## src/rtl/interval_counter_pkg.sv

```systemverilog
package interval_counter_pkg;

    typedef enum logic [2:0] {
        M_ONESHOT  = 3'd0,
        M_RETRIG   = 3'd1,
        M_RATE     = 3'd2,
        M_SQUARE   = 3'd3,
        M_SWSTROBE = 3'd4,
        M_HWSTROBE = 3'd5
    } ic_mode_e;

    // Codes 6 and 7 alias the two periodic modes.
    function automatic ic_mode_e fold_mode(input logic [2:0] code);
        if (code[2] && code[1]) return ic_mode_e'({1'b0, code[1:0]});
        return ic_mode_e'(code);
    endfunction

    // Modes that restart on a rising gate edge.
    function automatic logic is_edge_mode(input ic_mode_e m);
        return (m == M_RETRIG) || (m == M_RATE) ||
               (m == M_SQUARE) || (m == M_HWSTROBE);
    endfunction

    // Modes in which a low gate pauses counting.
    function automatic logic is_level_mode(input ic_mode_e m);
        return (m == M_ONESHOT) || (m == M_SWSTROBE);
    endfunction

endpackage

```

## src/rtl/ic_dec.sv

```systemverilog
module ic_dec #(
    parameter int DIGITS = 4,
    parameter int STEP   = 1,
    localparam int CW    = 4 * DIGITS
) (
    input  logic [CW-1:0] value_i,
    input  logic          bcd_i,
    output logic [CW-1:0] value_o
);
    logic [CW-1:0] bin_res;
    logic [CW-1:0] dec_res;
    logic [DIGITS:0] borrow;

    assign bin_res   = value_i - CW'(STEP);
    assign borrow[0] = 1'b0;

    for (genvar g = 0; g < DIGITS; g++) begin : g_digit
        logic [4:0] sub;
        logic [4:0] diff;
        if (g == 0) begin : g_lsd
            assign sub = 5'(STEP);
        end else begin : g_upper
            assign sub = {4'b0, borrow[g]};
        end
        always_comb begin
            diff = {1'b0, value_i[4*g +: 4]} - sub;
            if (diff[4]) begin
                dec_res[4*g +: 4] = 4'(diff + 5'd10);
                borrow[g+1]       = 1'b1;
            end else begin
                dec_res[4*g +: 4] = diff[3:0];
                borrow[g+1]       = 1'b0;
            end
        end
    end

    assign value_o = bcd_i ? dec_res : bin_res;
endmodule

```

## src/rtl/ic_gate_edge.sv

```systemverilog
module ic_gate_edge (
    input  logic clk_i,
    input  logic rst_ni,
    input  logic gate_i,
    output logic rise_o
);
    logic gate_d, gate_q;

    always_comb begin
        gate_d = gate_i;
    end

    always_ff @(posedge clk_i) begin
        if (!rst_ni) gate_q <= 1'b0;
        else         gate_q <= gate_d;
    end

    assign rise_o = gate_i && !gate_q;
endmodule

```

## src/rtl/interval_counter.sv

```systemverilog
module interval_counter
    import interval_counter_pkg::*;
#(
    parameter int DIGITS = 4,
    localparam int CW    = 4 * DIGITS
) (
    input  logic          clk_i,
    input  logic          rst_ni,
    input  logic          load_i,
    input  logic [CW-1:0] init_i,
    input  logic [2:0]    mode_i,
    input  logic          bcd_i,
    input  logic          gate_i,
    input  logic          tick_i,
    output logic [CW-1:0] count_o,
    output logic          out_o
);
    typedef struct packed {
        logic [CW-1:0] cnt;
        logic [CW-1:0] init;
        ic_mode_e      mode;
        logic          bcd;
        logic          valid;
        logic          out;
        logic          run;
        logic          fired;
    } ic_state_t;

    ic_state_t st_d, st_q;

    logic          gate_rise;
    logic [CW-1:0] cnt_dn1, cnt_dn2, init_dn1;
    ic_mode_e      new_mode;
    logic          same_prog;
    logic          level_ok;
    logic          half_end;

    ic_gate_edge u_gate (
        .clk_i  (clk_i),
        .rst_ni (rst_ni),
        .gate_i (gate_i),
        .rise_o (gate_rise)
    );

    ic_dec #(.DIGITS(DIGITS), .STEP(1)) u_dec1 (
        .value_i (st_q.cnt), .bcd_i (st_q.bcd), .value_o (cnt_dn1)
    );
    ic_dec #(.DIGITS(DIGITS), .STEP(2)) u_dec2 (
        .value_i (st_q.cnt), .bcd_i (st_q.bcd), .value_o (cnt_dn2)
    );
    ic_dec #(.DIGITS(DIGITS), .STEP(1)) u_dec_init (
        .value_i (st_q.init), .bcd_i (st_q.bcd), .value_o (init_dn1)
    );

    always_comb begin
        st_d      = st_q;
        new_mode  = fold_mode(mode_i);
        same_prog = st_q.valid && (new_mode == st_q.mode) &&
                    (bcd_i == st_q.bcd) && is_edge_mode(new_mode);
        level_ok  = gate_i || !is_level_mode(st_q.mode);
        half_end  = (st_q.cnt == CW'(1)) || (st_q.cnt == CW'(2));

        if (load_i) begin
            st_d.init  = init_i;
            st_d.valid = 1'b1;
            if (!same_prog) begin
                st_d.mode  = new_mode;
                st_d.bcd   = bcd_i;
                st_d.cnt   = init_i;
                st_d.fired = 1'b0;
                unique case (new_mode)
                    M_ONESHOT:  begin st_d.out = 1'b0; st_d.run = 1'b1; end
                    M_RETRIG:   begin st_d.out = 1'b1; st_d.run = 1'b0; end
                    M_RATE:     begin st_d.out = 1'b0; st_d.run = 1'b1; end
                    M_SQUARE:   begin st_d.out = 1'b1; st_d.run = 1'b1; end
                    M_SWSTROBE: begin st_d.out = 1'b0; st_d.run = 1'b1; end
                    M_HWSTROBE: begin st_d.out = 1'b0; st_d.run = 1'b0; end
                    default:    begin st_d.out = 1'b1; st_d.run = 1'b0; end
                endcase
            end
        end else if (st_q.valid && gate_rise && is_edge_mode(st_q.mode)) begin
            st_d.cnt   = st_q.init;
            st_d.run   = 1'b1;
            st_d.fired = 1'b0;
            st_d.out   = (st_q.mode == M_SQUARE);
        end else if (st_q.valid && tick_i && st_q.run && level_ok) begin
            unique case (st_q.mode)
                M_ONESHOT, M_RETRIG: begin
                    st_d.cnt = cnt_dn1;
                    if (cnt_dn1 == '0) st_d.out = 1'b1;
                end
                M_SWSTROBE, M_HWSTROBE: begin
                    st_d.cnt = cnt_dn1;
                    if ((cnt_dn1 == '0) && !st_q.fired) begin
                        st_d.out   = 1'b1;
                        st_d.fired = 1'b1;
                    end else begin
                        st_d.out = 1'b0;
                    end
                end
                M_RATE: begin
                    if (st_q.cnt == CW'(1)) begin
                        st_d.cnt = st_q.init;
                        st_d.out = 1'b1;
                    end else begin
                        st_d.cnt = cnt_dn1;
                        st_d.out = 1'b0;
                    end
                end
                M_SQUARE: begin
                    if (half_end) begin
                        st_d.out = !st_q.out;
                        // Low half of an odd count is one shorter.
                        st_d.cnt = (st_q.out && st_q.init[0]) ? init_dn1 : st_q.init;
                    end else begin
                        st_d.cnt = cnt_dn2;
                    end
                end
                default: st_d = st_q;
            endcase
        end
    end

    always_ff @(posedge clk_i) begin
        if (!rst_ni) begin
            st_q.cnt   <= '0;
            st_q.init  <= '0;
            st_q.mode  <= M_ONESHOT;
            st_q.bcd   <= 1'b0;
            st_q.valid <= 1'b0;
            st_q.out   <= 1'b1;
            st_q.run   <= 1'b0;
            st_q.fired <= 1'b0;
        end else begin
            st_q <= st_d;
        end
    end

    assign count_o = st_q.cnt;
    assign out_o   = st_q.out;

    // Unprogrammed channel keeps its output high.
    p_unprog_high_r1: assert property (@(posedge clk_i) disable iff (!rst_ni)
        !st_q.valid |-> out_o);

    // One-shot output, once high, stays high until the next load.
    p_oneshot_sticky_r2: assert property (@(posedge clk_i) disable iff (!rst_ni)
        (st_q.valid && st_q.mode == M_ONESHOT && out_o && !load_i) |=> out_o);

    // Low gate freezes the count in level-gated modes.
    p_gate_hold_r3: assert property (@(posedge clk_i) disable iff (!rst_ni)
        (st_q.valid && is_level_mode(st_q.mode) && !gate_i && !load_i)
        |=> $stable(count_o));

    // An untriggered gate-started one-shot does not count.
    p_wait_trigger_r4: assert property (@(posedge clk_i) disable iff (!rst_ni)
        (st_q.valid && st_q.mode == M_RETRIG && !st_q.run && !load_i && !gate_rise)
        |=> $stable(count_o));

    // Strobe pulses last one tick period.
    p_strobe_narrow_r7: assert property (@(posedge clk_i) disable iff (!rst_ni)
        (st_q.valid && out_o && tick_i && !load_i &&
         ((st_q.mode == M_SWSTROBE && gate_i) || st_q.mode == M_HWSTROBE))
        |=> !out_o);

    for (genvar g = 0; g < DIGITS; g++) begin : g_bcd_chk
        // Decimal digits stay in range.
        p_bcd_digit_r10: assert property (@(posedge clk_i) disable iff (!rst_ni)
            (st_q.valid && st_q.bcd) |-> (st_q.cnt[4*g +: 4] <= 4'd9));
    end
endmodule

```

## config.mk

```make
export PLATFORM = sky130hd
export DESIGN_NAME = interval_counter
export DESIGN_NICKNAME = d
export VERILOG_FILES = /design/src/rtl/interval_counter_pkg.sv /design/src/rtl/ic_dec.sv /design/src/rtl/ic_gate_edge.sv /design/src/rtl/interval_counter.sv
export SDC_FILE = /design/constraint.sdc
export NUM_CORES = 1
export LEC_CHECK = 0
export ABC_AREA = 1
export BUFFER_PORTS_ARGS = -buffer_cell sky130_fd_sc_hd__buf_2
export CORE_AREA = 4 4 116 107
export DETAILED_ROUTE_END_ITERATION = 8
export DIE_AREA = 0 0 120 111
export PLACE_DENSITY = 0.78
export SLEW_MARGIN = 10
export SYNTH_ARGS = -nofsm -noshare
export SYNTH_HDL_FRONTEND = slang
export SYNTH_HIERARCHICAL = 1
export SYNTH_SLANG_ARGS = --single-unit
```

## constraint.sdc

```tcl
create_clock -name clk_i -period 3.75 [get_ports clk_i]
set_input_delay 0.75 -clock clk_i [delete_from_list [all_inputs] [get_ports clk_i]]
set_output_delay 0.75 -clock clk_i [all_outputs]
set_load 0.01 [all_outputs]
```

==> run_results.csv <==
group,metric,value,unit
global_route,grt_pass1_wl,30300,um
floorplanning,core_area,0.0112,mm2
synth,synth.most_common_cell,"nand2_1",
global_route,antenna_found_initial,0,
layout,diodes,0,
drt,route.detailed.drc,0,
drt,drt-initial-drc-count,735,
sta,finalHoldViolations,0,
global_route,grt_pass1_vias,6534,
synth,synth_edf_count,0,
worst_setup_path,r2r_start,"count_o[1]$_SDFFE_PN0P_",
synth,ys.flop_type,"dfxtp_1",
synth,async_reset_ff_share,0,%
worst_setup_path,critPathLaunchType,"register",
run,drv_cap,0,
power,irDropWorstVdd,0.000227,V
global_route,globalRouteOverflowTotal,0,
layout,fin_cells,1353,
global_route,grt_max_degree,33,
power,power_density,340,mW/mm2
cts,cts_max_level,2,
drt,ant_nets,0,
sta,setup_viol,0,
synth,synthTopCellsByCount,"nand2_1 (392), inv_1 (203), nand3_1 (119)",
synth,synth_nets,1229,
drt,via_count,7236,
drt,drt-pass1-iter-count,8,
synth,syn_avg_cell_area,5.36,um2
synth,syn_area,0.00627,mm2
layout,nets,1256,
sta,whs,0.474,ns
sta,fin_worst_skew,0.00790,ns
layout,drive_above_1_share,13.9,%
cts,cts-root-buf,"clkbuf_16",
synth,synth_top_cell_by_area,"nand2_1",
drt,finalWirelength,18300,um
global_route,grt_usage,27.2,%
placement,gp_congestion,0.970,
worst_hold_path,min_delay_path_depth,2,
layout,seqCellArea,823,um2
layout,fillers,1165,
synth,ys_seq_elements,41,
drt,vias_per_cell,5.35,
cts,clock_path_buffers,2,
sta,final.min_clock_period,3.53,ns
worst_setup_path,crit_fanout,3,
worst_setup_path,critical_path_arrival,3.69,ns
power,p_leak,3.71,nW
floorplanning,io_pins,42,
synth,yosysTopAreaCellShare,23.5,%
synth,ys_types,40,
synth,yosys_warnings,6,
placement,place_inst,1342,
run_status,status,"complete, no violations",
floorplanning,die_h,111,um
drt,wire_per_inst,13.5,um
cts,clkLatencyLatePin,0.29,ns
sta,rsz0062_at_grt,"true",
floorplanning,rows,37,
layout,multi_input_area,0.00441,mm2
floorplanning,dieArea,0.0133,mm2
worst_setup_path,startpoint,"count_o[1]$_SDFFE_PN0P_",
sta,worstMarginPinSlew,0.861,ns
worst_setup_path,crit_required,3.91,ns
synth,syn_inst,1169,
layout,synthToLayoutAreaGrowth,8.90,%
sta,fmax,283,MHz
sta,max-slew-margin-rel,42.5,%
worst_setup_path,endpoint_kind,"register",
worst_setup_path,r2r_cells,27,
cts,clk_pin_slew,0.07,ns
cts,cts_tree,"done",
sta,timing.final.crit_share,94.1,%
cts,clock_sinks,41,
synth,yosysSeqAreaShare,13.1,%
cts,cts_buffers,5,
floorplanning,die_x,120,um
placement,hpwlAfterDp,13700,um
placement,port_buffers,41,
floorplanning,initial_core_util,55.7,%
worst_setup_path,crit_type,"reg2reg",
synth,synthTopCellsByArea,"nand2_1 (23%), dfxtp_1 (13%), inv_1 (12%)",
worst_hold_path,min_from,"st_q[0]$_SDFFE_PN0P_",
sta,slew_violations,0,
worst_hold_path,hold_class,"reg2reg",
cts,hold_buffers,0,
## routing by layer
metal  track usage [%]  wire length, um
met1              35.0             7660
met2              45.8             8620
met3              4.34             1470
met5                 0                0
met4              10.1              506
## logic make-up (layout without fill, tap and decap cells)
kind of cell	after synthesis	in the layout	share of synthesized area [%]
AOI/OAI and AO/OA	130	130	11.8
xor gates and xnor gates	23	23	3.81
adders and majority gates	35	35	6.99
buffers and inverters	262	290	17.6
DFF	41	41	13.1
and+or+nand+nor	678	678	46.7
## final timing paths
| check | endpoint | slack [ns] |
|---|---|---|
| max | out_o$_SDFFE_PN1P_ | 0.22 |
| min | st_q[0]$_SDFFE_PN0P_ | 0.47 |
| max reg2reg | out_o$_SDFFE_PN1P_ | 0.22 |
| min reg2reg | st_q[0]$_SDFFE_PN0P_ | 0.47 |
## worst max-delay path, stage by stage, from the launching register on
cell      delay [ns]
dfxtp_2         0.32
inv_2           0.06
ha_4            0.15
nand3_4         0.07
inv_2           0.06
ha_2            0.17
ha_2            0.17
nand2_1         0.07
inv_2           0.07
ha_2            0.17
ha_2            0.18
nand2_1         0.08
inv_2           0.11
ha_1            0.19
xor2_2          0.19
ha_1            0.27
o211ai_1        0.18
nand2_1         0.10
inv_2           0.06
nand4_1         0.11
nor2_2          0.18
nand2_1         0.09
nand2_1         0.06
nand2_1         0.07
nand2_1         0.06
nand2_1         0.05
nand2_1         0.05
nand3_1         0.08
## stage by stage
| stage | instance area (um2) | util [%] | total power, mW | TNS [ns] | setup slack [ns] |
|---|---|---|---|---|---|
| after floorplan | 6270 | - | 1.47 | 0 | 0.0235 |
| after global placement | 6570 | 58.4 | 1.74 | 0 | 0.0610 |
| after detailed placement | 6570 | 58.4 | 1.75 | -0.0384 | -0.0384 |
| after CTS | 6740 | 59.9 | 2.27 | 0 | 0.00528 |
| after global routing | 6830 | 60.7 | 2.52 | -0.0839 | -0.0642 |
| final | 6830 | 60.7 | 2.32 | 0 | 0.220 |
## layout by cell type, fill, tap and decap left out, types with 11 or more instances in the layout
| cell type | netlist | final |
|---|---|---|
| nand3_1 | 119 | 119 |
| inv_1 | 203 | 197 |
| o21ai_0 | 39 | 38 |
| dfxtp_1 | 41 | 39 |
| nor2_1 | 112 | 109 |
| a21oi_1 | 59 | 58 |
| ha_1 | 35 | 25 |
| inv_2 | 5 | 11 |
| buf_4 | 18 | 32 |
| xor2_1 | 12 | 12 |
| nand2_2 | 9 | 12 |
| buf_2 | 19 | 41 |
| nand2_1 | 392 | 389 |
## report_power, final
group,internal [mW],total (mW),switching (mW)
Sequential,0.471,0.524,0.0527
Clock,0.315,0.511,0.196
Combinational,0.459,1.28,0.823
Total,1.25,2.32,1.07
## final cells by class
| class | instances | area share (%) |
|---|---|---|
| clock inverter | 3 | 0.678 |
| tap | 156 | 2.86 |
| clock buffer | 5 | 1.83 |
| timing repair buffer | 73 | 6.53 |
| inverter | 209 | 11.5 |
| sequential | 41 | 12.1 |
| multi-input combinational | 866 | 64.5 |
## repair_timing
item	in CTS	in global routing
setup buffers	0	3
resized for setup	1	27
pin swaps	1	4
setup endpoints to repair	1	5
## flip-flops by register name, indices dropped and copies added (netlist names)
name	cells
count_o	16
st_q	23
out_o	1
u_gate/gate_q	1
(Power assumes the default switching activity.)
